==> config.mk <==
export PLATFORM = sky130hd
export DESIGN_NAME = badblk_keeper
export DESIGN_NICKNAME = d
export VERILOG_FILES = /design/src/rtl/badblk_pkg.sv /design/src/rtl/badblk_ctrl.sv /design/src/rtl/badblk_dp.sv /design/src/rtl/badblk_keeper.sv
export SDC_FILE = /design/constraint.sdc
export NUM_CORES = 1
export LEC_CHECK = 0
export BUFFER_PORTS_ARGS = -buffer_cell sky130_fd_sc_hd__buf_2
export CORE_MARGIN = 2
export CORE_UTILIZATION = 50
export CTS_CLUSTER_DIAMETER = 150
export DETAILED_ROUTE_END_ITERATION = 8
export PLACE_DENSITY = 0.76
export SYNTH_ARGS = -nofsm -noshare
export SYNTH_HDL_FRONTEND = slang
export SYNTH_SLANG_ARGS = --single-unit
==> constraint.sdc <==
create_clock -name clk -period 2.68 [get_ports clk]
set_clock_uncertainty 0.2 [all_clocks]
set_input_delay 0.67 -clock clk [delete_from_list [all_inputs] [get_ports clk]]
set_output_delay 0.67 -clock clk [all_outputs]
set_load 0.01 [all_outputs]
==> src/rtl/badblk_pkg.sv <==
package badblk_pkg;

  typedef enum logic [1:0] {
    ERR_NONE  = 2'd0,
    ERR_PROG  = 2'd1,
    ERR_ERASE = 2'd2,
    ERR_ECC   = 2'd3
  } errKind_e;

  typedef struct packed {
    logic scanPage;    // 0: page 0 marker, 1: page 1 marker
    logic scanSetBad;  // current scan block found bad
    logic scanNext;    // advance scan index
    logic errTake;     // error report accepted this cycle
    logic errMark;     // accepted report retires a block
  } ctlStrobe_t;

  localparam logic [7:0] ERASED_BYTE = 8'hFF;
  localparam logic [7:0] MARK_BYTE   = 8'h00;

endpackage

==> src/rtl/badblk_ctrl.sv <==
module badblk_ctrl
  import badblk_pkg::*;
(
  input  logic       clk,
  input  logic       rstN,
  input  logic       rdValid,
  input  logic       markerErased,
  input  logic       lastBlk,
  input  logic       errValid,
  input  errKind_e   errKind,
  input  logic       wrAck,
  output logic       rdReq,
  output logic       busy,
  output logic       errReady,
  output logic       wrReq,
  output ctlStrobe_t ctl
);

  typedef enum logic [1:0] {ST_SCAN0, ST_SCAN1, ST_RUN, ST_MARK} state_e;

  state_e state, stateNxt;
  logic   rdDone;

  assign rdReq    = (state == ST_SCAN0) || (state == ST_SCAN1);
  assign busy     = rdReq;
  assign errReady = (state == ST_RUN);
  assign wrReq    = (state == ST_MARK);
  assign rdDone   = rdReq && rdValid;

  always_comb begin
    ctl            = '0;
    ctl.scanPage   = (state == ST_SCAN1);
    ctl.scanSetBad = rdDone && !markerErased;
    ctl.scanNext   = ((state == ST_SCAN0) && rdDone && !markerErased) ||
                     ((state == ST_SCAN1) && rdDone);
    ctl.errTake    = errReady && errValid;
    ctl.errMark    = ctl.errTake && (errKind != ERR_NONE);
  end

  always_comb begin
    stateNxt = state;
    unique case (state)
      ST_SCAN0: if (rdDone) begin
        if (markerErased)  stateNxt = ST_SCAN1;
        else if (lastBlk)  stateNxt = ST_RUN;
      end
      ST_SCAN1: if (rdDone) stateNxt = lastBlk ? ST_RUN : ST_SCAN0;
      ST_RUN:   if (ctl.errMark) stateNxt = ST_MARK;
      ST_MARK:  if (wrAck) stateNxt = ST_RUN;
      default:  stateNxt = ST_SCAN0;
    endcase
  end

  always_ff @(posedge clk) begin
    if (!rstN) state <= ST_SCAN0;
    else       state <= stateNxt;
  end

  // no report is taken while the scan runs
  a_r1_no_take_while_busy: assert property (@(posedge clk) disable iff (!rstN)
    busy |-> !errReady);
  // scan runs once per reset
  a_r1_busy_stays_low: assert property (@(posedge clk) disable iff (!rstN)
    !busy |=> !busy);
  // a bad page 0 marker skips page 1
  a_r3_skip_page1: assert property (@(posedge clk) disable iff (!rstN)
    (state == ST_SCAN0 && rdValid && !markerErased) |=> state != ST_SCAN1);
  // marker request held until acknowledged
  a_r9_req_held: assert property (@(posedge clk) disable iff (!rstN)
    (wrReq && !wrAck) |=> wrReq);
  // no new report while a marker write is pending
  a_r9_one_pending: assert property (@(posedge clk) disable iff (!rstN)
    wrReq |-> !errReady);

endmodule

==> src/rtl/badblk_dp.sv <==
module badblk_dp
  import badblk_pkg::*;
#(
  parameter  int NUM_BLOCKS = 64,
  parameter  int PAGE_W     = 6,
  parameter  int COL_W      = 12,
  parameter  int SPARE_COL  = 2048,
  localparam int BLK_W      = (NUM_BLOCKS > 1) ? $clog2(NUM_BLOCKS) : 1
) (
  input  logic              clk,
  input  logic              rstN,
  input  ctlStrobe_t        ctl,
  input  logic [7:0]        rdData,
  input  logic [BLK_W-1:0]  errBlock,
  input  logic [BLK_W-1:0]  qBlock,
  output logic              qBad,
  output logic              markerErased,
  output logic              lastBlk,
  output logic [BLK_W-1:0]  rdBlock,
  output logic [PAGE_W-1:0] rdPage,
  output logic [COL_W-1:0]  rdCol,
  output logic [BLK_W-1:0]  wrBlock,
  output logic [PAGE_W-1:0] wrPage,
  output logic [COL_W-1:0]  wrCol,
  output logic [7:0]        wrData
);

  localparam int               TABLE_SZ = 1 << BLK_W;
  localparam logic [BLK_W-1:0] LAST_IDX = BLK_W'(NUM_BLOCKS - 1);

  logic [BLK_W-1:0]    scanIdx;
  logic [BLK_W-1:0]    markBlk;
  logic [TABLE_SZ-1:0] badTable;

  assign markerErased = (rdData == ERASED_BYTE);
  assign lastBlk      = (scanIdx == LAST_IDX);

  always_ff @(posedge clk) begin
    if (!rstN)                         scanIdx <= '0;
    else if (ctl.scanNext && !lastBlk) scanIdx <= scanIdx + 1'b1;
  end

  always_ff @(posedge clk) begin
    if (!rstN)            markBlk <= '0;
    else if (ctl.errMark) markBlk <= errBlock;
  end

  // One flag cell per block; indices past the array read as unusable.
  for (genvar gi = 0; gi < TABLE_SZ; gi++) begin : g_cell
    if (gi < NUM_BLOCKS) begin : g_real
      logic setHit;
      assign setHit = (ctl.scanSetBad && scanIdx  == BLK_W'(gi)) ||
                      (ctl.errMark    && errBlock == BLK_W'(gi));
      always_ff @(posedge clk) begin
        if (!rstN)       badTable[gi] <= 1'b0;
        else if (setHit) badTable[gi] <= 1'b1;
      end
    end else begin : g_pad
      assign badTable[gi] = 1'b1;
    end
  end

  assign qBad    = badTable[qBlock];
  assign rdBlock = scanIdx;
  assign rdPage  = ctl.scanPage ? PAGE_W'(1) : '0;
  assign rdCol   = COL_W'(SPARE_COL);
  assign wrBlock = markBlk;
  assign wrPage  = '0;
  assign wrCol   = COL_W'(SPARE_COL);
  assign wrData  = MARK_BYTE;

  // flags never clear
  a_r11_sticky: assert property (@(posedge clk) disable iff (!rstN)
    &(~$past(badTable) | badTable));
  // a retiring report sets the flag of the latched block
  a_r5_mark_sets: assert property (@(posedge clk) disable iff (!rstN)
    ctl.errMark |=> badTable[markBlk]);
  // a non-retiring report leaves the table untouched
  a_r8_none_keeps: assert property (@(posedge clk) disable iff (!rstN)
    (ctl.errTake && !ctl.errMark && !ctl.scanSetBad) |=> badTable == $past(badTable));
  // scan index moves by one only
  a_r2_ascending: assert property (@(posedge clk) disable iff (!rstN)
    (ctl.scanNext && !lastBlk) |=> scanIdx == $past(scanIdx) + 1'b1);

endmodule

==> src/rtl/badblk_keeper.sv <==
module badblk_keeper
  import badblk_pkg::*;
#(
  parameter  int NUM_BLOCKS = 64,
  parameter  int PAGE_W     = 6,
  parameter  int COL_W      = 12,
  parameter  int SPARE_COL  = 2048,
  localparam int BLK_W      = (NUM_BLOCKS > 1) ? $clog2(NUM_BLOCKS) : 1
) (
  input  logic              clk,
  input  logic              rstN,
  output logic              busy,
  input  logic [BLK_W-1:0]  qBlock,
  output logic              qBad,
  output logic              rdReq,
  output logic [BLK_W-1:0]  rdBlock,
  output logic [PAGE_W-1:0] rdPage,
  output logic [COL_W-1:0]  rdCol,
  input  logic              rdValid,
  input  logic [7:0]        rdData,
  input  logic              errValid,
  input  logic [1:0]        errKind,
  input  logic [BLK_W-1:0]  errBlock,
  output logic              errReady,
  output logic              wrReq,
  output logic [BLK_W-1:0]  wrBlock,
  output logic [PAGE_W-1:0] wrPage,
  output logic [COL_W-1:0]  wrCol,
  output logic [7:0]        wrData,
  input  logic              wrAck
);

  ctlStrobe_t ctl;
  logic       markerErased;
  logic       lastBlk;

  badblk_ctrl i_ctrl (
    .clk          (clk),
    .rstN         (rstN),
    .rdValid      (rdValid),
    .markerErased (markerErased),
    .lastBlk      (lastBlk),
    .errValid     (errValid),
    .errKind      (errKind_e'(errKind)),
    .wrAck        (wrAck),
    .rdReq        (rdReq),
    .busy         (busy),
    .errReady     (errReady),
    .wrReq        (wrReq),
    .ctl          (ctl)
  );

  badblk_dp #(
    .NUM_BLOCKS (NUM_BLOCKS),
    .PAGE_W     (PAGE_W),
    .COL_W      (COL_W),
    .SPARE_COL  (SPARE_COL)
  ) i_dp (
    .clk          (clk),
    .rstN         (rstN),
    .ctl          (ctl),
    .rdData       (rdData),
    .errBlock     (errBlock),
    .qBlock       (qBlock),
    .qBad         (qBad),
    .markerErased (markerErased),
    .lastBlk      (lastBlk),
    .rdBlock      (rdBlock),
    .rdPage       (rdPage),
    .rdCol        (rdCol),
    .wrBlock      (wrBlock),
    .wrPage       (wrPage),
    .wrCol        (wrCol),
    .wrData       (wrData)
  );

endmodule

## Yosys cells after proc, flatten, opt, wreduce, memory -nomap -nowiden

Index checks and enable logic that the tools add are counted.

- Multipliers: 0
- Add/sub/neg operators: 1
- Equality and inequality tests: 135
- Magnitude comparators: 1
- Bitwise gates (word level): 0
- Shift operators: 0
- Reduce and logical (&&, ||, !) cells: 209
- Mux-type cells: 11
- Div/mod/pow operators: 0

Operator list:

| kind | count |
|---|---|
| equality test 6 bit (second input constant) | 64 |
| equality test 6 x 5 -> 1 bit (second input constant) | 32 |
| logical AND 1 bit | 136 |
| equality test 6 x 4 -> 1 bit (second input constant) | 16 |
| logical OR 1 bit | 66 |
| equality test 6 x 3 -> 1 bit (second input constant) | 8 |
| equality test 6 x 2 -> 1 bit (second input constant) | 4 |
| two-way mux 2 bit | 7 |
| equality test 6 x 1 -> 1 bit (second input constant) | 2 |
| logical NOT 6 bit | 2 |
| equality test 8 bit (second input constant) | 1 |
| case mux 2 bit (4 select lines) | 1 |
| < comparator 6 x 7 -> 1 bit (second input constant) | 1 |
| adder 6 x 1 -> 6 bit (second input constant) | 1 |
| binary-select mux 1 bit (select 6 bit) | 1 |
| != test 2 x 1 -> 1 bit (second input constant) | 3 |
| AND reduction 5 bit | 1 |
| equality test 2 bit (second input constant) | 2 |
| != test 3 x 1 -> 1 bit (second input constant) | 1 |
| equality test 2 x 1 -> 1 bit (second input constant) | 1 |
| logical NOT 1 bit | 2 |
| logical NOT 2 bit | 1 |
| two-way mux 1 bit | 2 |
| != test 2 bit (second input constant) | 1 |
| nonzero test 2 bit | 1 |

- Bits in writable memories: 0
- Register bits after elaboration: 78
- Bits of input ports: 27
- ROM bits: 0
- Latch bits: 0
- Memories: 0
- Word-level logic and storage cells: 424

## Longest topological paths before layout

- Depth in word-level cells: 7
- Gate-level depth with buffers: 7

## Modules after synthesis

From an unflattened synthesis, not the netlist that was laid out.

- Cells, all modules: 435
- Area total of the unflattened synthesis: 4,147.7 µm²

By module, submodules not included:

| module | instances | cells each | area each (µm²) |
|---|---|---|---|
| badblk_dp | 1 | 410 | 3,970.1 |
| badblk_ctrl | 1 | 25 | 177.7 |

## Worst setup path after synthesis

No wires, ideal clock.

- Kind: input port to output port
- Start point: in qBlock[2]
- End point: out qBad
- Path buffers: 1
- Arrival time: 1,947 ps
- Stages on the path: 5
- Path slack: -137 ps
- Cells stage by stage: buf_6 mux4_2 mux4_2 o22ai_1 o21ai_1

- Longest elaborated chain between the ends: 2

Ends and longest elaborated chain:

| item | RTL line | RTL |
|---|---|---|
| start, declared | badblk_keeper.sv:13 | `input logic [BLK_W-1:0] qBlock,` |
| binary-select mux 1 bit (select 6 bit) | badblk_dp.sv:63 | `assign qBad = badTable[qBlock];` |
| two-way mux 1 bit (implied by the code) | badblk_dp.sv:63 |  |
| end, declared | badblk_keeper.sv:14 | `output logic qBad,` |

Every way passes these cells. The select of a mux whose other input is x is not followed.

## Worst setup path after layout

- Start point: in qBlock[1]
- End point: out qBad

The elaborated chain is that of the path after synthesis.

==> flow_metrics.tcl <==
set metrics [dict create \
    status "finished, violations left" \
    violations "setup timing" \
    cp_top_family "multiplexers" \
    placed_cell_area_sq_mm 0.00452 \
    cts_root_buffer "clkbuf_8" \
    critPathSlowestCell "mux4_2" \
    num_vias 3766 \
    syn_area_sq_mm 0.00439 \
    gp_congestion 0.916 \
    ys_ff_latch 78 \
    grt_pass1_wl_mm 18.5 \
    max_freq_ghz 0.331 \
    cts_buffer_depth 2 \
    setup_viol 1 \
    path_class "input pin to primary output" \
    worstPathMaxFanout 5 \
    boundaryPins 88 \
    ys_warn_count 0 \
    synthTopCellsByArea "dfxtp_1 36%, o31a_1 13%, nor2_1 11%" \
    place_hpwl_mm 8.27 \
    final_core_util_pct 55.4 \
    syn_inst 503 \
    die_w_um 97.7 \
    dr.pass1.iters 5 \
    drive_gt1_share_pct 18.1 \
    core_region_area_sq_mm 0.00864 \
    avgViaCountPerCell 5.81 \
    worstSetupEndpointType "primary output" \
    cpPeakStageDelay_ps 510 \
    grt_pass1_vias 3574 \
    synthFlopType "dfxtp_1" \
    design.die.area_sq_mm 0.00954 \
    whs_endpoint "i_dp.badTable[27]$_SDFFE_PN0P_" \
    drt_iter0_drc 404 \
    reg2regPathDepth 5 \
    ir_drop_mv 0.405 \
    hold_start "i_dp.badTable[27]$_SDFFE_PN0P_" \
    synth_edf_count 0 \
    wirelength_mm 11.3 \
    ant_nets 0 \
    synth_area_leader_cell "dfxtp_1" \
    cp.buffers_inverters 2 \
    synth_area_per_cell_sq_um 8.73 \
    crit_top_cell "mux4_2" \
    worstMarginPinSlew_ps 786 \
    clkLatencyLatePin_ps 370 \
    worstPathArrival_ps 2150 \
    p_leak_nw 1.82 \
    min_period_over_period_pct 113 \
    nets 566 \
    maxCapViolCount 0 \
    n_fill_cell 779 \
    yosysUniqueCellTypes 44 \
    async_flop_share_pct 0 \
    grt-ovfl-total 0 \
    maxSlewViolCount 0 \
    port_buffers 44 \
    numCtsBuffers 9 \
    holdPathStages 1 \
    diodes 0 \
    grt_usage_pct 24.6 \
    cp-startpoint "qBlock[1]" \
    power_density_mw_per_mm2 524 \
    grt_start_max_net_pins 79 \
    wl_per_cell_um 17.4 \
    reg2reg_from "i_ctrl.state[1]$_SDFFE_PN0P_" \
    crit_chain "buf_12 > mux4_2 > mux4_2 > o22ai_2 > o21ai_2 > buf_2" \
    critPathLaunchType "input pin" \
    reg2reg_slack_ps 650 \
    rows 34 \
    drc_errors 0 \
    htree_levels 3 \
    clkTransAtPathRegs_ps 80 \
    tritoncts "built" \
    place_ws_ps -486 \
    rr_endpoint "i_dp.badTable[8]$_SDFFE_PN0P_" \
    layout_min_cycle_time_ps 3020 \
    rsz0062_at_grt "true" \
    start_util_pct 50.8 \
    hold_violations 0 \
    cts_sinks 78 \
    setup_ws_ps -338 \
    slew-limit-headroom_pct 47.6 \
    yosysTopAreaCellShare_pct 35.6 \
    final_area_sq_mm 0.00479 \
    area_growth_pct 9.06 \
    hold_class "flop to flop" \
    die_h_um 97.7 \
    synth_seq_area_share_pct 35.6 \
    critPathRequiredTime_ps 1810 \
    antenna_found_initial 0 \
]
## layout by cell type, fill, tap and decap left out, drive strengths merged, types with 5 or more instances in the layout
master	synthesis	routed
dfxtp	78	78
o21ai	5	5
nand2	14	14
nand3	33	33
clkbuf	24	12
and2	8	8
nand2b	7	7
mux2i	9	9
mux4	17	17
conb	2	43
nor4	5	5
nor2	127	127
o31a	64	64
nor2b	15	15
buf	54	57
## kinds of logic (layout without fill, tap and decap cells)
group,count (synthesis),after routing,synth area share [%]
and+or+nand+nor,230,230,24.5
buffers and inverters,81,77,11.8
other,2,43,0.171
muxes,26,26,11.1
xor gates and xnor gates,5,5,0.998
AOI/OAI and AO/OA,77,77,14.7
DFF,78,78,35.6
adders and majority gates,4,4,1.14
## power by group
part           internal [mW]  total (mW)  leakage (nW)  switching [mW]
combinational         0.0759       0.215          1.06           0.139
sequential              1.16        1.17         0.629         0.00797
clock                  0.671        1.12         0.130           0.448
total                   1.91        2.51          1.82           0.595
## worst max path at each step
stage,endpoint,slack [ps],depth (start not counted)
after detailed placement,qBad,-490,6
after global placement,qBad,-460,6
after global routing,qBad,-380,6
after floorplan,qBad,-130,5
final,qBad,-340,6
after CTS,qBad,-380,6
## what timing repair did
item / in CTS / in global routing
setup buffers: 0 / 0
resized for setup: 7 / 2
setup endpoints to repair: 1 / 1
hold buffers: 0 / 0
pin swaps: 1 / 1
## final cells by class
cell class / instances / area (sq um) / area share [%]
timing repair buffer: 58 / 362 / 7.55
clock buffer: 11 / 151 / 3.16
sequential: 78 / 1560 / 32.6
tap: 108 / 135 / 2.82
clock inverter: 5 / 104 / 2.17
inverter: 3 / 11.3 / 0.235
multi-input combinational: 385 / 2460 / 51.4
## synth_stat cells, types with 2 or more instances
cell      count
nand2b_1      7
clkbuf_8      2
nor4_1        5
or2_2         2
nor2b_1      15
inv_1         2
mux4_2       13
ha_1          4
xor2_1        4
and2_1        8
and4_1        2
o21ai_0       3
dfxtp_1      78
nand4_1       4
clkbuf_1     22
buf_6         2
conb_1        2
mux2i_1       9
nor2_1      127
buf_2         5
nand2_1      14
a21boi_0      2
o31a_1       64
buf_4        46
o21ai_1       2
nand3_1      33
mux4_1        4
and3b_1       3
nor3_1        3
nor4b_1       2
## registers in the layout, summed over array words and instances (netlist names)
signal         count
i_ctrl.state       2
i_dp.badTable     64
i_dp.rdBlock       6
i_dp.wrBlock       6
## through the flow
step	total power [mW]	TNS, ps	std cells	hold slack, ps
after floorplan	1.39	-132	544	244
after global placement	1.40	-457	632	259
after detailed placement	1.41	-486	632	270
after CTS	2.51	-384	648	289
after global routing	2.59	-381	648	314
final	2.51	-338	648	289
## layer usage
layer | wire, um | global-route usage (%) | vias to the layer above
met5 | 0 | 0 | -
met4 | 229 | 9.83 | 0
met3 | 1090 | 5.97 | 17
met2 | 5360 | 39.1 | 195
met1 | 4610 | 32.3 | 1812
li1 | - | - | 1742
Power figures use the tool's default switching activity.
